**src/rtl/scan_gpio_pkg.sv**
```systemverilog
package scan_gpio_pkg;
  typedef struct packed {
    logic capMode;
    logic capGpio;
    logic shiftEn;
    logic updMode;
    logic updGpio;
    logic clear;
  } ctrlStrobes_t;
endpackage

```
**src/rtl/scan_gpio_ctrl.sv**
```systemverilog
module scan_gpio_ctrl
  import scan_gpio_pkg::*;
(
  input  logic         selMode,
  input  logic         selGpio,
  input  logic         captureDr,
  input  logic         shiftDr,
  input  logic         updateDr,
  input  logic         goWait,
  output ctrlStrobes_t strobes
);
  logic gpioPick;
  assign gpioPick = selGpio && !selMode;

  always_comb begin
    strobes.capMode = captureDr && selMode;
    strobes.capGpio = captureDr && gpioPick;
    strobes.shiftEn = shiftDr && (selMode || selGpio);
    strobes.updMode = updateDr && selMode && !goWait;
    strobes.updGpio = updateDr && gpioPick && !goWait;
    strobes.clear   = goWait;
  end
endmodule

```
**src/rtl/scan_gpio_dp.sv**
```systemverilog
module scan_gpio_dp
  import scan_gpio_pkg::*;
#(
  parameter int REG_W       = 8,
  parameter int ENABLE_CODE = 1
) (
  input  logic         clk,
  input  logic         rstN,
  input  ctrlStrobes_t strobes,
  input  logic         scanIn,
  output logic         scanOut,
  input  logic         tdiPinIn,
  input  logic         tdoPinIn,
  input  logic         tmsPinIn,
  output logic         tdoPinOut,
  output logic         tdoPinOe,
  output logic         tmsPinOut,
  output logic         tmsPinOe
);
  localparam int PIN_BITS = 3;
  localparam int OUT_BITS = 2;
  localparam int PAD_W    = REG_W - PIN_BITS;
  localparam logic [REG_W-1:0] ENABLE_VAL = REG_W'(ENABLE_CODE);

  logic [REG_W-1:0]    shiftReg;
  logic [REG_W-1:0]    modeReg;
  logic [OUT_BITS-1:0] gpioReg;
  logic [PIN_BITS-1:0] padSample;
  logic                sharedOn;

  assign padSample = {tdiPinIn, tdoPinIn, tmsPinIn};

  always_ff @(posedge clk or negedge rstN) begin
    if (!rstN) begin
      shiftReg <= '0;
    end else if (strobes.capMode) begin
      shiftReg <= modeReg;
    end else if (strobes.capGpio) begin
      shiftReg <= {{PAD_W{1'b0}}, padSample};
    end else if (strobes.shiftEn) begin
      shiftReg <= {scanIn, shiftReg[REG_W-1:1]};
    end
  end

  always_ff @(posedge clk or negedge rstN) begin
    if (!rstN) begin
      modeReg <= '0;
      gpioReg <= '0;
    end else if (strobes.clear) begin
      modeReg <= '0;
      gpioReg <= '0;
    end else begin
      if (strobes.updMode) modeReg <= shiftReg;
      if (strobes.updGpio) gpioReg <= shiftReg[OUT_BITS-1:0];
    end
  end

  assign sharedOn = (modeReg == ENABLE_VAL);
  assign scanOut  = shiftReg[0];

  logic [OUT_BITS-1:0] outVal;
  logic [OUT_BITS-1:0] outEn;
  for (genvar g = 0; g < OUT_BITS; g++) begin : g_outPin
    assign outVal[g] = gpioReg[g];
    assign outEn[g]  = sharedOn;
  end

  assign tdoPinOut = outVal[1];
  assign tdoPinOe  = outEn[1];
  assign tmsPinOut = outVal[0];
  assign tmsPinOe  = outEn[0];
endmodule

```
**src/rtl/scan_gpio_share.sv**
```systemverilog
module scan_gpio_share
  import scan_gpio_pkg::*;
#(
  parameter int REG_W       = 8,
  parameter int ENABLE_CODE = 1
) (
  input  logic clk,
  input  logic rstN,
  input  logic selMode,
  input  logic selGpio,
  input  logic captureDr,
  input  logic shiftDr,
  input  logic updateDr,
  input  logic goWait,
  input  logic scanIn,
  output logic scanOut,
  input  logic tdiPinIn,
  input  logic tdoPinIn,
  input  logic tmsPinIn,
  output logic tdoPinOut,
  output logic tdoPinOe,
  output logic tmsPinOut,
  output logic tmsPinOe
);
  ctrlStrobes_t strobes;

  scan_gpio_ctrl u_ctrl (
    .selMode(selMode), .selGpio(selGpio), .captureDr(captureDr),
    .shiftDr(shiftDr), .updateDr(updateDr), .goWait(goWait),
    .strobes(strobes)
  );

  scan_gpio_dp #(.REG_W(REG_W), .ENABLE_CODE(ENABLE_CODE)) u_dp (
    .clk(clk), .rstN(rstN), .strobes(strobes), .scanIn(scanIn),
    .scanOut(scanOut), .tdiPinIn(tdiPinIn), .tdoPinIn(tdoPinIn),
    .tmsPinIn(tmsPinIn), .tdoPinOut(tdoPinOut), .tdoPinOe(tdoPinOe),
    .tmsPinOut(tmsPinOut), .tmsPinOe(tmsPinOe)
  );
endmodule

```
**config.mk**
```make
export PLATFORM = sky130hd
export DESIGN_NAME = scan_gpio_share
export DESIGN_NICKNAME = d
export VERILOG_FILES = /design/src/rtl/scan_gpio_pkg.sv /design/src/rtl/scan_gpio_ctrl.sv /design/src/rtl/scan_gpio_dp.sv /design/src/rtl/scan_gpio_share.sv
export SDC_FILE = /design/constraint.sdc
export NUM_CORES = 1
export LEC_CHECK = 0
export BUFFER_PORTS_ARGS = -buffer_cell sky130_fd_sc_hd__buf_2
export CORE_ASPECT_RATIO = 0.8
export CORE_MARGIN = 2
export CORE_UTILIZATION = 52
export CTS_BUF_LIST = sky130_fd_sc_hd__clkbuf_4 sky130_fd_sc_hd__clkbuf_8 sky130_fd_sc_hd__clkbuf_16
export CTS_CLUSTER_SIZE = 10
export DETAILED_ROUTE_END_ITERATION = 10
export PLACE_DENSITY = 0.76
export SLEW_MARGIN = 20
export SYNTH_ARGS = -nofsm -noshare
export SYNTH_HDL_FRONTEND = slang
export SYNTH_SLANG_ARGS = --single-unit
```
**constraint.sdc**
```tcl
create_clock -name clk -period 1.2 [get_ports clk]
set_clock_uncertainty 0.05 [all_clocks]
set_input_delay 0.06 -clock clk [delete_from_list [all_inputs] [get_ports clk]]
set_output_delay 0.06 -clock clk [all_outputs]
set_load 0.05 [all_outputs]
```
# --- After elaboration in Yosys (flattened, before gate mapping) ---
# Index checks and enable logic that the tools add are counted.
classes:
  n_mul: 0
  reduce_logical: 14
  n_eq_ne: 1
  add_sub_neg: 0
  mux: 7
  bitwise: 0
  shift: 0
  div: 0
  n_lt_le_gt_ge: 0
op_table:
  columns: ["op", "count"]
  rows:
  - ["$mux 8", 5]
  - ["$eq 8x1->1 const B", 1]
  - ["$logic_and 1x1->1", 8]
  - ["$mux 2", 2]
  - ["$reduce_bool 2->1", 2]
  - ["$reduce_bool 3->1", 1]
  - ["$logic_not 1->1", 2]
  - ["$logic_or 1x1->1", 1]
word_totals:
  rom_bits: 0
  n_memories: 0
  latch_bits: 0
  word_cells: 25
  regBits: 18
  out_inout_bits: 5
  ram_bits: 0
  inputBits: 12

# --- Longest topological paths before layout ---
# Gate-level depths: netlist of run 1.
depth:
  depth_word: 6
  mapped_depth: 5

# --- Cells and area by module ---
# From an unflattened synthesis of run 1, not the netlist that was laid out.
unflattened:
  cells_unflattened: 81
  hier_area_um2: 893.4
by_module_without_submodules:
  columns: ["module", "n_inst", "cells_per_inst", "seq_area_each_um2", "area_per_inst_um2"]
  rows:
  - ["scan_gpio_dp", 1, 75, 450.4, 838.3]
  - ["scan_gpio_ctrl", 1, 6, 0.0, 55.1]

# --- Worst setup path after synthesis of run 1 ---
# OpenSTA, ideal clock, no wires.
synth_path:
  path_type: "register to output"
  startpoint: "reg u_dp.modeReg[4]"
  endpoint: "out tmsPinOe"
  slack_ns: -0.347
  stages_incl_launch_ff: 4
  arrival_ns: 1.437
  cell_sequence: "dfrtp_1 nor4_1 and4b_1 buf_4"
synth_via:
  elab_chain_cells: 1
synth_lines:
  columns: ["item", "line", "text"]
  rows:
  - ["from (decl)", "scan_gpio_dp.sv:26", "logic [REG_W-1:0] modeReg;"]
  - ["from (signal assigned)", "scan_gpio_dp.sv:53", "if (strobes.updMode) modeReg <= shiftReg;"]
  - ["$eq 8x1->1", "scan_gpio_dp.sv:58", "assign sharedOn = (modeReg == ENABLE_VAL);"]
  - ["to (decl)", "scan_gpio_share.sv:23", "output logic tmsPinOe"]
# Every way passes these cells.

# --- Final worst setup path of run 1 ---
# Ends and elaborated chain as after synthesis.

==> results of run 1 <==
synthesized netlist by cell type, drive strengths merged:
| master | n | area, sq um |
|---|---|---|
| a21oi | 12 | 60.06 |
| or2 | 2 | 12.51 |
| and2 | 1 | 6.260 |
| buf | 7 | 53.79 |
| o21ai | 6 | 33.78 |
| nor4 | 1 | 6.260 |
| mux2i | 2 | 20.02 |
| a22oi | 5 | 37.54 |
| dfrtp | 18 | 450.4 |
| o31ai | 3 | 22.52 |
| nor2 | 4 | 15.01 |
| nand2 | 18 | 67.56 |
| nand2b | 1 | 6.260 |
| nand3b | 3 | 22.52 |
| o22ai | 3 | 32.53 |
| and4b | 1 | 10.01 |
| nand3 | 8 | 40.04 |
layer usage:
layer / wire [um] / up-vias
li1: - / 383
met3: 92 / 0
met1: 936 / 356
met5: 0 / -
met4: 0 / 0
met2: 920 / 26
cell type report:
cell class	instances	area (sq um)	area share
Clock buffer	4	36.28	0.03360
Multi-Input combinational cell	70	400.4	0.3708
Sequential cell	18	450.4	0.4171
Tap cell	22	27.53	0.02549
Timing Repair Buffer	24	165.2	0.1530
timing repair:
| action | CTS | global route |
|---|---|---|
| pin swaps | 1 | 2 |
| resized for setup | 4 | 3 |
| buffers inserted | 0 | 1 |
| endpoints found under the setup margin | 2 | 2 |
| hold endpoints to repair | 18 | 1 |
| hold buffers | 1 | 1 |
sequential cells by signal, indices dropped and copies added, names as in the netlist:
register and cells:
u_dp.gpioReg 2, u_dp.modeReg 8, u_dp.shiftReg 8
worst paths after layout:
kind | start | end | slack (ns) | depth (start not counted)
min in group asynchronous | rstN | u_dp.shiftReg[3] | 0.17 | 2
max | u_dp.modeReg[4] | tmsPinOe | -0.36 | 3
max reg2reg | u_dp.modeReg[4] | u_dp.shiftReg[4] | 0.11 | 4
min | scanIn | u_dp.shiftReg[7] | 0.01 | 3
min reg2reg | u_dp.shiftReg[7] | u_dp.shiftReg[7] | 0.47 | 2
max in group asynchronous | rstN | u_dp.shiftReg[4] | 0.64 | 2
power by group:
part	leakage [nW]	total [mW]	switching, mW	internal (mW)
clock network	0.0210	0.362	0.177	0.185
logic	0.230	0.264	0.164	0.100
registers	0.242	0.686	0.0355	0.651
total	0.493	1.31	0.377	0.936
logic make-up (layout without fill, tap and decap cells):
group	after synthesis	count (layout)	share of synthesized area
and+or+nand+nor	39	39	0.2078
AOI/OAI and AO/OA	29	29	0.2078
DFF	18	18	0.5021
buffers and inverters	7	28	0.05996
muxes	2	2	0.02232
critical path, cell delays in order (launching register included):
cell,delay [ns]
sky130_fd_sc_hd__dfrtp_1,0.40
sky130_fd_sc_hd__nor4_2,0.28
sky130_fd_sc_hd__and4b_2,0.32
sky130_fd_sc_hd__buf_8,0.16
==> impl_metrics.sql, run 1 <==
INSERT INTO impl_metrics (metric_group, metric, value, unit) VALUES
('worst_setup_path', 'timing.critical_path.required', '1.09', 'ns'),
('place', 'dp_hpwl', '1.364', 'mm'),
('sta', 'report.final.setup_viol', '2', ''),
('cells_and_area', 'area_delta_synth_final', '20.36', '%'),
('place', 'post-place-cells', '131', ''),
('cells_and_area', 'layout.filler_cells', '137', ''),
('logic_synthesis', 'netlist_area', '897.1', 'sq um'),
('global_routing', 'busiest_layer', 'met2', ''),
('logic_synthesis', 'synth.yosys.seq_area_share', '0.5021', ''),
('sta', 'final_clock_period_utilization_by_the_worst_path', '1.302', ''),
('worst_setup_path', 'critical_path.endpoint_type', 'primary output', ''),
('cells_and_area', 'post_route_core_utilization', '0.6638', ''),
('outcome', 'failed_checks', 'negative setup slack', ''),
('sta', 'max_slew.worst_pin.slew', '0.4121', 'ns'),
('cells_and_area', 'mostFrequentLayoutCells', 'sky130_fd_sc_hd__nand2_1 (18), sky130_fd_sc_hd__dfrtp_1 (18), sky130_fd_sc_hd__buf_2 (14)', ''),
('drt', 'drc_errors', '0', ''),
('clock_tree', 'clock_transition_at_the_registers_of_the_reported_paths', '0.10', 'ns'),
('global_routing', 'gr-total-overflow', '0', ''),
('floorplanning', 'die_area', '2076', 'sq um'),
('global_routing', 'largest_net_degree_at_the_start_of_global_routing', '19', ''),
('sta', 'slew_headroom', '0.7253', ''),
('floorplanning', 'row_count', '13', ''),
('power', 'worst_ir_drop_vdd', '1.074', 'mV'),
('logic_synthesis', 'ys_seq_elements', '18', ''),
('drt', 'first_iter_violations', '24', ''),
('clock_tree', 'cts.path.max_buffers', '2', ''),
('logic_synthesis', 'synth_cell_types', '23', ''),
('clock_tree', 'worst_skew_pair.late_latency', '0.29', 'ns'),
('cells_and_area', 'nNetsFinal', '129', ''),
('floorplanning', 'die_x', '50.44', 'um'),
('floorplanning', 'core_area', '1627', 'sq um'),
('place', 'preCtsSetupSlack', '-0.06595', 'ns'),
('clock_tree', 'root_buffer', 'sky130_fd_sc_hd__clkbuf_4', ''),
('drt', 'dr_total_vias', '765', ''),
('flow_run', 'maximum_capacitance_violations', '0', ''),
('power', 'total_power', '1.313', 'mW'),
('sta', 'hold_slack', '0.01379', 'ns'),
('place', 'weighted_congestion_reported_at_the_end_of_routability_driven_placement', '0.8663', ''),
('drt', 'detailedRoute.firstPassIterationCount', '4', ''),
('place', 'placed_area', '989.7', 'sq um'),
('outcome', 'result_of_the_run', 'finished with violations', ''),
('global_routing', 'grt_pass1_vias', '642', ''),
('floorplanning', 'die_height', '41.15', 'um'),
('floorplanning', 'ioPinCount', '17', ''),
('global_routing', 'grt_util_met2', '0.3059', ''),
('drt', 'route.final.wire_length', '1.949', 'mm'),
('worst_setup_path', 'timing.critical_path.fanout_max', '2', ''),
('logic_synthesis', 'synth-warning-count', '0', ''),
('global_routing', 'grt_util_met3', '0.06569', ''),
('cells_and_area', 'antennaDiodeCount', '0', ''),
('sta', 'fin_ws', '-0.3620', 'ns'),
('place', 'portBuffers', '16', ''),
('power', 'power_per_cell_area', '1216', 'nW/um^2'),
('worst_setup_path', 'critPathKind', 'reg2out', ''),
('cells_and_area', 'design_area', '1080', 'sq um'),
('clock_tree', 'maximum_level_of_the_cts_h_tree', '1', ''),
('sta', 'final-hold-violation-count', '0', ''),
('global_routing', 'grt_util_met1', '0.2991', ''),
('clock_tree', 'cts_made_buffers', '3', ''),
('logic_synthesis', 'mapped_cells', '95', ''),
('power', 'cellLeakagePower', '0.4932', 'nW'),
('worst_setup_path', 'worstSetupStartpointType', 'flop', ''),
('sta', 'grt_setup_unrepaired', 'yes', ''),
('logic_synthesis', 'syn_avg_cell_area', '9.443', 'sq um'),
('drt', 'wire_per_inst', '14.12', 'um'),
('sta', 'fmax', '640.2', 'MHz'),
('worst_setup_path', 'critPathArrivalTime', '1.45', 'ns'),
('global_routing', 'first_pass_grt_wire_length', '3.042', 'mm'),
('sta', 'report.final.slew_viol_count', '0', ''),
('drt', 'drtAntennaViolNets', '0', ''),
('cells_and_area', 'final_cells', '138', ''),
('clock_tree', 'cts_tree', 'yes', ''),
('clock_tree', 'cts_sinks', '18', ''),
('sta', 'post-route-min-period', '1.562', 'ns'),
('cells_and_area', 'layout-drive-gt1-share', '0.2586', ''),
('global_routing', 'antenna_found_initial', '0', ''),
('sta', 'totalNegativeSetupSlack', '-0.7237', 'ns'),
('drt', 'detail_route.vias_per_cell', '5.543', ''),
('hold_path', 'hold_path.class', 'in2reg', ''),
('logic_synthesis', 'synth_nets', '107', ''),
('floorplanning', 'starting_density_of_the_core', '0.5515', ''),
('global_routing', 'globalRouteTotalUtil', '0.2117', '');
No activity file was read; power rests on OpenSTA's default activity.
==> inputs of run 2 (changes only) <==
Settings changed: PLACE_DENSITY 0.76 to 0.85.
==> run 2 against run 1 <==
  * The flow still finishes with violations (negative setup slack)
  * Die area did not move
  * Sequential power about the same
  * Routed wire length down 6.4%
  * Clock-buffer cell count unchanged
  * Combinational power down 3%
  * Non-clock buffer count decreased by 2
  * Cell area decreased by 2.1%
  * Fmax up 1.6%
  * Utilization shrank 1.4 points
==> impl_metrics.sql, run 2 (synthesized netlist as in run 1, its figures left out) <==
INSERT INTO impl_metrics (metric_group, metric, value, unit) VALUES
('global_routing', 'globalRouteTotalUtil', '0.2169', ''),
('place', 'post-place-cells', '130', ''),
('global_routing', 'gr-total-overflow', '0', ''),
('drt', 'detail_route.vias_per_cell', '5.581', ''),
('power', 'power_frac_clock', '0.280', ''),
('floorplanning', 'core_area', '1627', 'sq um'),
('global_routing', 'first_pass_grt_wire_length', '3.174', 'mm'),
('place', 'dp_hpwl', '1.323', 'mm'),
('global_routing', 'largest_net_degree_at_the_start_of_global_routing', '19', ''),
('worst_setup_path', 'critPathKind', 'reg2out', ''),
('sta', 'fin_ws', '-0.3371', 'ns'),
('cells_and_area', 'layout.filler_cells', '148', ''),
('worst_setup_path', 'timing.critical_path.fanout_max', '2', ''),
('clock_tree', 'cts_post_setup_buffers_inserted', '0', ''),
('worst_setup_path', 'worstSetupStartpointType', 'flop', ''),
('outcome', 'result_of_the_run', 'finished with violations', ''),
('floorplanning', 'die_area', '2076', 'sq um'),
('power', 'comb_power_share', '0.195', ''),
('sta', 'final_clock_period_utilization_by_the_worst_path', '1.281', ''),
('cells_and_area', 'post_route_core_utilization', '0.6500', ''),
('power', 'cellInternalPower', '0.9317', 'mW'),
('drt', 'wire_per_inst', '13.41', 'um'),
('global_routing', 'grt_pass1_vias', '676', ''),
('worst_setup_path', 'timing.critical_path.required', '1.09', 'ns'),
('drt', 'detailedRoute.firstPassIterationCount', '4', ''),
('clock_tree', 'cts_tree', 'yes', ''),
('power', 'worst_ir_drop_vdd', '1.016', 'mV'),
('sta', 'slew_headroom', '0.7268', ''),
('sta', 'totalNegativeSetupSlack', '-0.6740', 'ns'),
('worst_setup_path', 'timing.critical_path.from', 'u_dp.modeReg[1]', ''),
('drt', 'route.final.wire_length', '1.824', 'mm'),
('hold_path', 'hold-path-cell-count', '3', ''),
('floorplanning', 'die_x', '50.44', 'um'),
('worst_setup_path', 'regToRegStartpoint', 'u_dp.shiftReg[3]', ''),
('floorplanning', 'row_count', '13', ''),
('global_routing', 'antenna_found_initial', '0', ''),
('drt', 'first_iter_violations', '52', ''),
('place', 'portBuffers', '16', ''),
('place', 'placed_area', '982.2', 'sq um'),
('hold_path', 'hold_path.class', 'in2reg', ''),
('power', 'cellLeakagePower', '0.4801', 'nW'),
('worst_setup_path', 'r2r_cells', '3', ''),
('worst_setup_path', 'timing.reg2reg.setup_slack', '0.15', 'ns'),
('sta', 'max_slew.worst_pin.slew', '0.4098', 'ns'),
('power', 'netSwitchingFraction', '0.2891', ''),
('power', 'power_per_cell_area', '1240', 'nW/um^2'),
('clock_tree', 'cts.path.max_buffers', '2', ''),
('worst_setup_path', 'r2r_end', 'u_dp.shiftReg[2]', ''),
('cells_and_area', 'mostFrequentLayoutCells', 'sky130_fd_sc_hd__nand2_1 (18), sky130_fd_sc_hd__dfrtp_1 (18), sky130_fd_sc_hd__buf_2 (14)', ''),
('flow_run', 'maximum_capacitance_violations', '0', ''),
('place', 'preCtsSetupSlack', '-0.09753', 'ns'),
('sta', 'post-route-min-period', '1.537', 'ns'),
('sta', 'report.final.setup_viol', '2', ''),
('clock_tree', 'cts_sinks', '18', ''),
('drt', 'drtAntennaViolNets', '0', ''),
('clock_tree', 'worst_skew_pair.late_latency', '0.29', 'ns'),
('hold_path', 'min_delay_endpoint', 'u_dp.shiftReg[7]', ''),
('clock_tree', 'clock_transition_at_the_registers_of_the_reported_paths', '0.10', 'ns'),
('sta', 'report.final.slew_viol_count', '0', ''),
('clock_tree', 'root_buffer', 'sky130_fd_sc_hd__clkbuf_4', ''),
('cells_and_area', 'antennaDiodeCount', '0', ''),
('clock_tree', 'cts_made_buffers', '3', ''),
('cells_and_area', 'area_delta_synth_final', '17.85', '%'),
('clock_tree', 'maximum_level_of_the_cts_h_tree', '1', ''),
('drt', 'dr_total_vias', '759', ''),
('power', 'power.switching', '0.3790', 'mW'),
('floorplanning', 'starting_density_of_the_core', '0.5515', ''),
('worst_setup_path', 'critPathArrivalTime', '1.43', 'ns'),
('sta', 'fmax', '650.6', 'MHz'),
('floorplanning', 'ioPinCount', '17', ''),
('cells_and_area', 'regs_by_ff_count', 'u_dp.modeReg (8), u_dp.shiftReg (8), u_dp.gpioReg (2)', ''),
('sta', 'grt_setup_unrepaired', 'yes', ''),
('drt', 'drc_errors', '0', ''),
('cells_and_area', 'design_area', '1057', 'sq um'),
('cells_and_area', 'nNetsFinal', '127', ''),
('floorplanning', 'die_height', '41.15', 'um'),
('outcome', 'failed_checks', 'negative setup slack', ''),
('cells_and_area', 'layout.area.seq', '450.4', 'sq um'),
('hold_path', 'hold_start', 'scanIn', ''),
('worst_setup_path', 'critical_path.endpoint_type', 'primary output', ''),
('place', 'weighted_congestion_reported_at_the_end_of_routability_driven_placement', '0.8833', ''),
('cells_and_area', 'layout-drive-gt1-share', '0.2456', ''),
('sta', 'final-hold-violation-count', '0', ''),
('power', 'sequentialPowerShare', '0.524', ''),
('cells_and_area', 'multiInputGateArea', '400.4', 'sq um'),
('cells_and_area', 'final_cells', '136', '');
## run 2: cell count changes in the layout (fill, tap and decap cells not counted)
cell | previous run | this run
sky130_fd_sc_hd__buf_6 | 0 | 2
sky130_fd_sc_hd__buf_4 | 6 | 4
sky130_fd_sc_hd__buf_8 | 2 | 0
## run 2: worst max path at each step
stage,to,slack [ns]
after floorplan,tmsPinOe,-0.15
after global placement,tdoPinOe,-0.01
after detailed placement,tdoPinOe,-0.1
after CTS,tdoPinOe,-0.35
after global routing,tmsPinOe,-0.42
final,tdoPinOe,-0.34
## run 2: worst max-delay path, cell delays in order, from the launching register on
cell and delay, ns:
sky130_fd_sc_hd__dfrtp_1 0.41, sky130_fd_sc_hd__nor4_2 0.27, sky130_fd_sc_hd__and4b_2 0.29, sky130_fd_sc_hd__buf_6 0.16
## run 2: area by class of cell
cell class	count	share of cell area
Tap cell	22	0.02604
Timing Repair Buffer	22	0.1349
Sequential cell	18	0.4260
Clock buffer	4	0.03432
Multi-Input combinational cell	70	0.3787
## run 2: power by group through the flow
stage                     registers, mW  logic, mW  clock network (mW)
final                             0.687      0.256               0.367
after CTS                         0.687      0.257               0.372
after detailed placement          0.698      0.244                   0
after floorplan                   0.722      0.148                   0
after global placement            0.697      0.238                   0
after global routing              0.695      0.282               0.405
## run 2: metrics by stage
step | power [mW] | hold slack [ns]
2_1_floorplan | 0.8696 | -0.2856
3_5_place_dp | 0.9419 | -0.04136
3_3_place_gp | 0.9349 | -0.04798
6_report | 1.311 | 0.03709
4_1_cts | 1.316 | 0.04181
5_1_grt | 1.383 | 0.05308
## run 2: layer usage
| layer | up-vias | track usage | wire length [um] |
|---|---|---|---|
| li1 | 376 | - | - |
| met2 | 27 | 0.3355 | 785 |
| met5 | - | 0 | 0 |
| met1 | 356 | 0.3148 | 937 |
| met3 | 0 | 0.06569 | 101 |
| met4 | 0 | 0.02027 | 0 |
## run 2: what timing repair did
action | CTS | global route
cloned | 0 | 0
resized for setup | 5 | 0
pin swaps | 1 | 0
hold buffers | 2 | 0
hold endpoints to repair | 19 | 0
setup endpoints to repair | 2 | 2
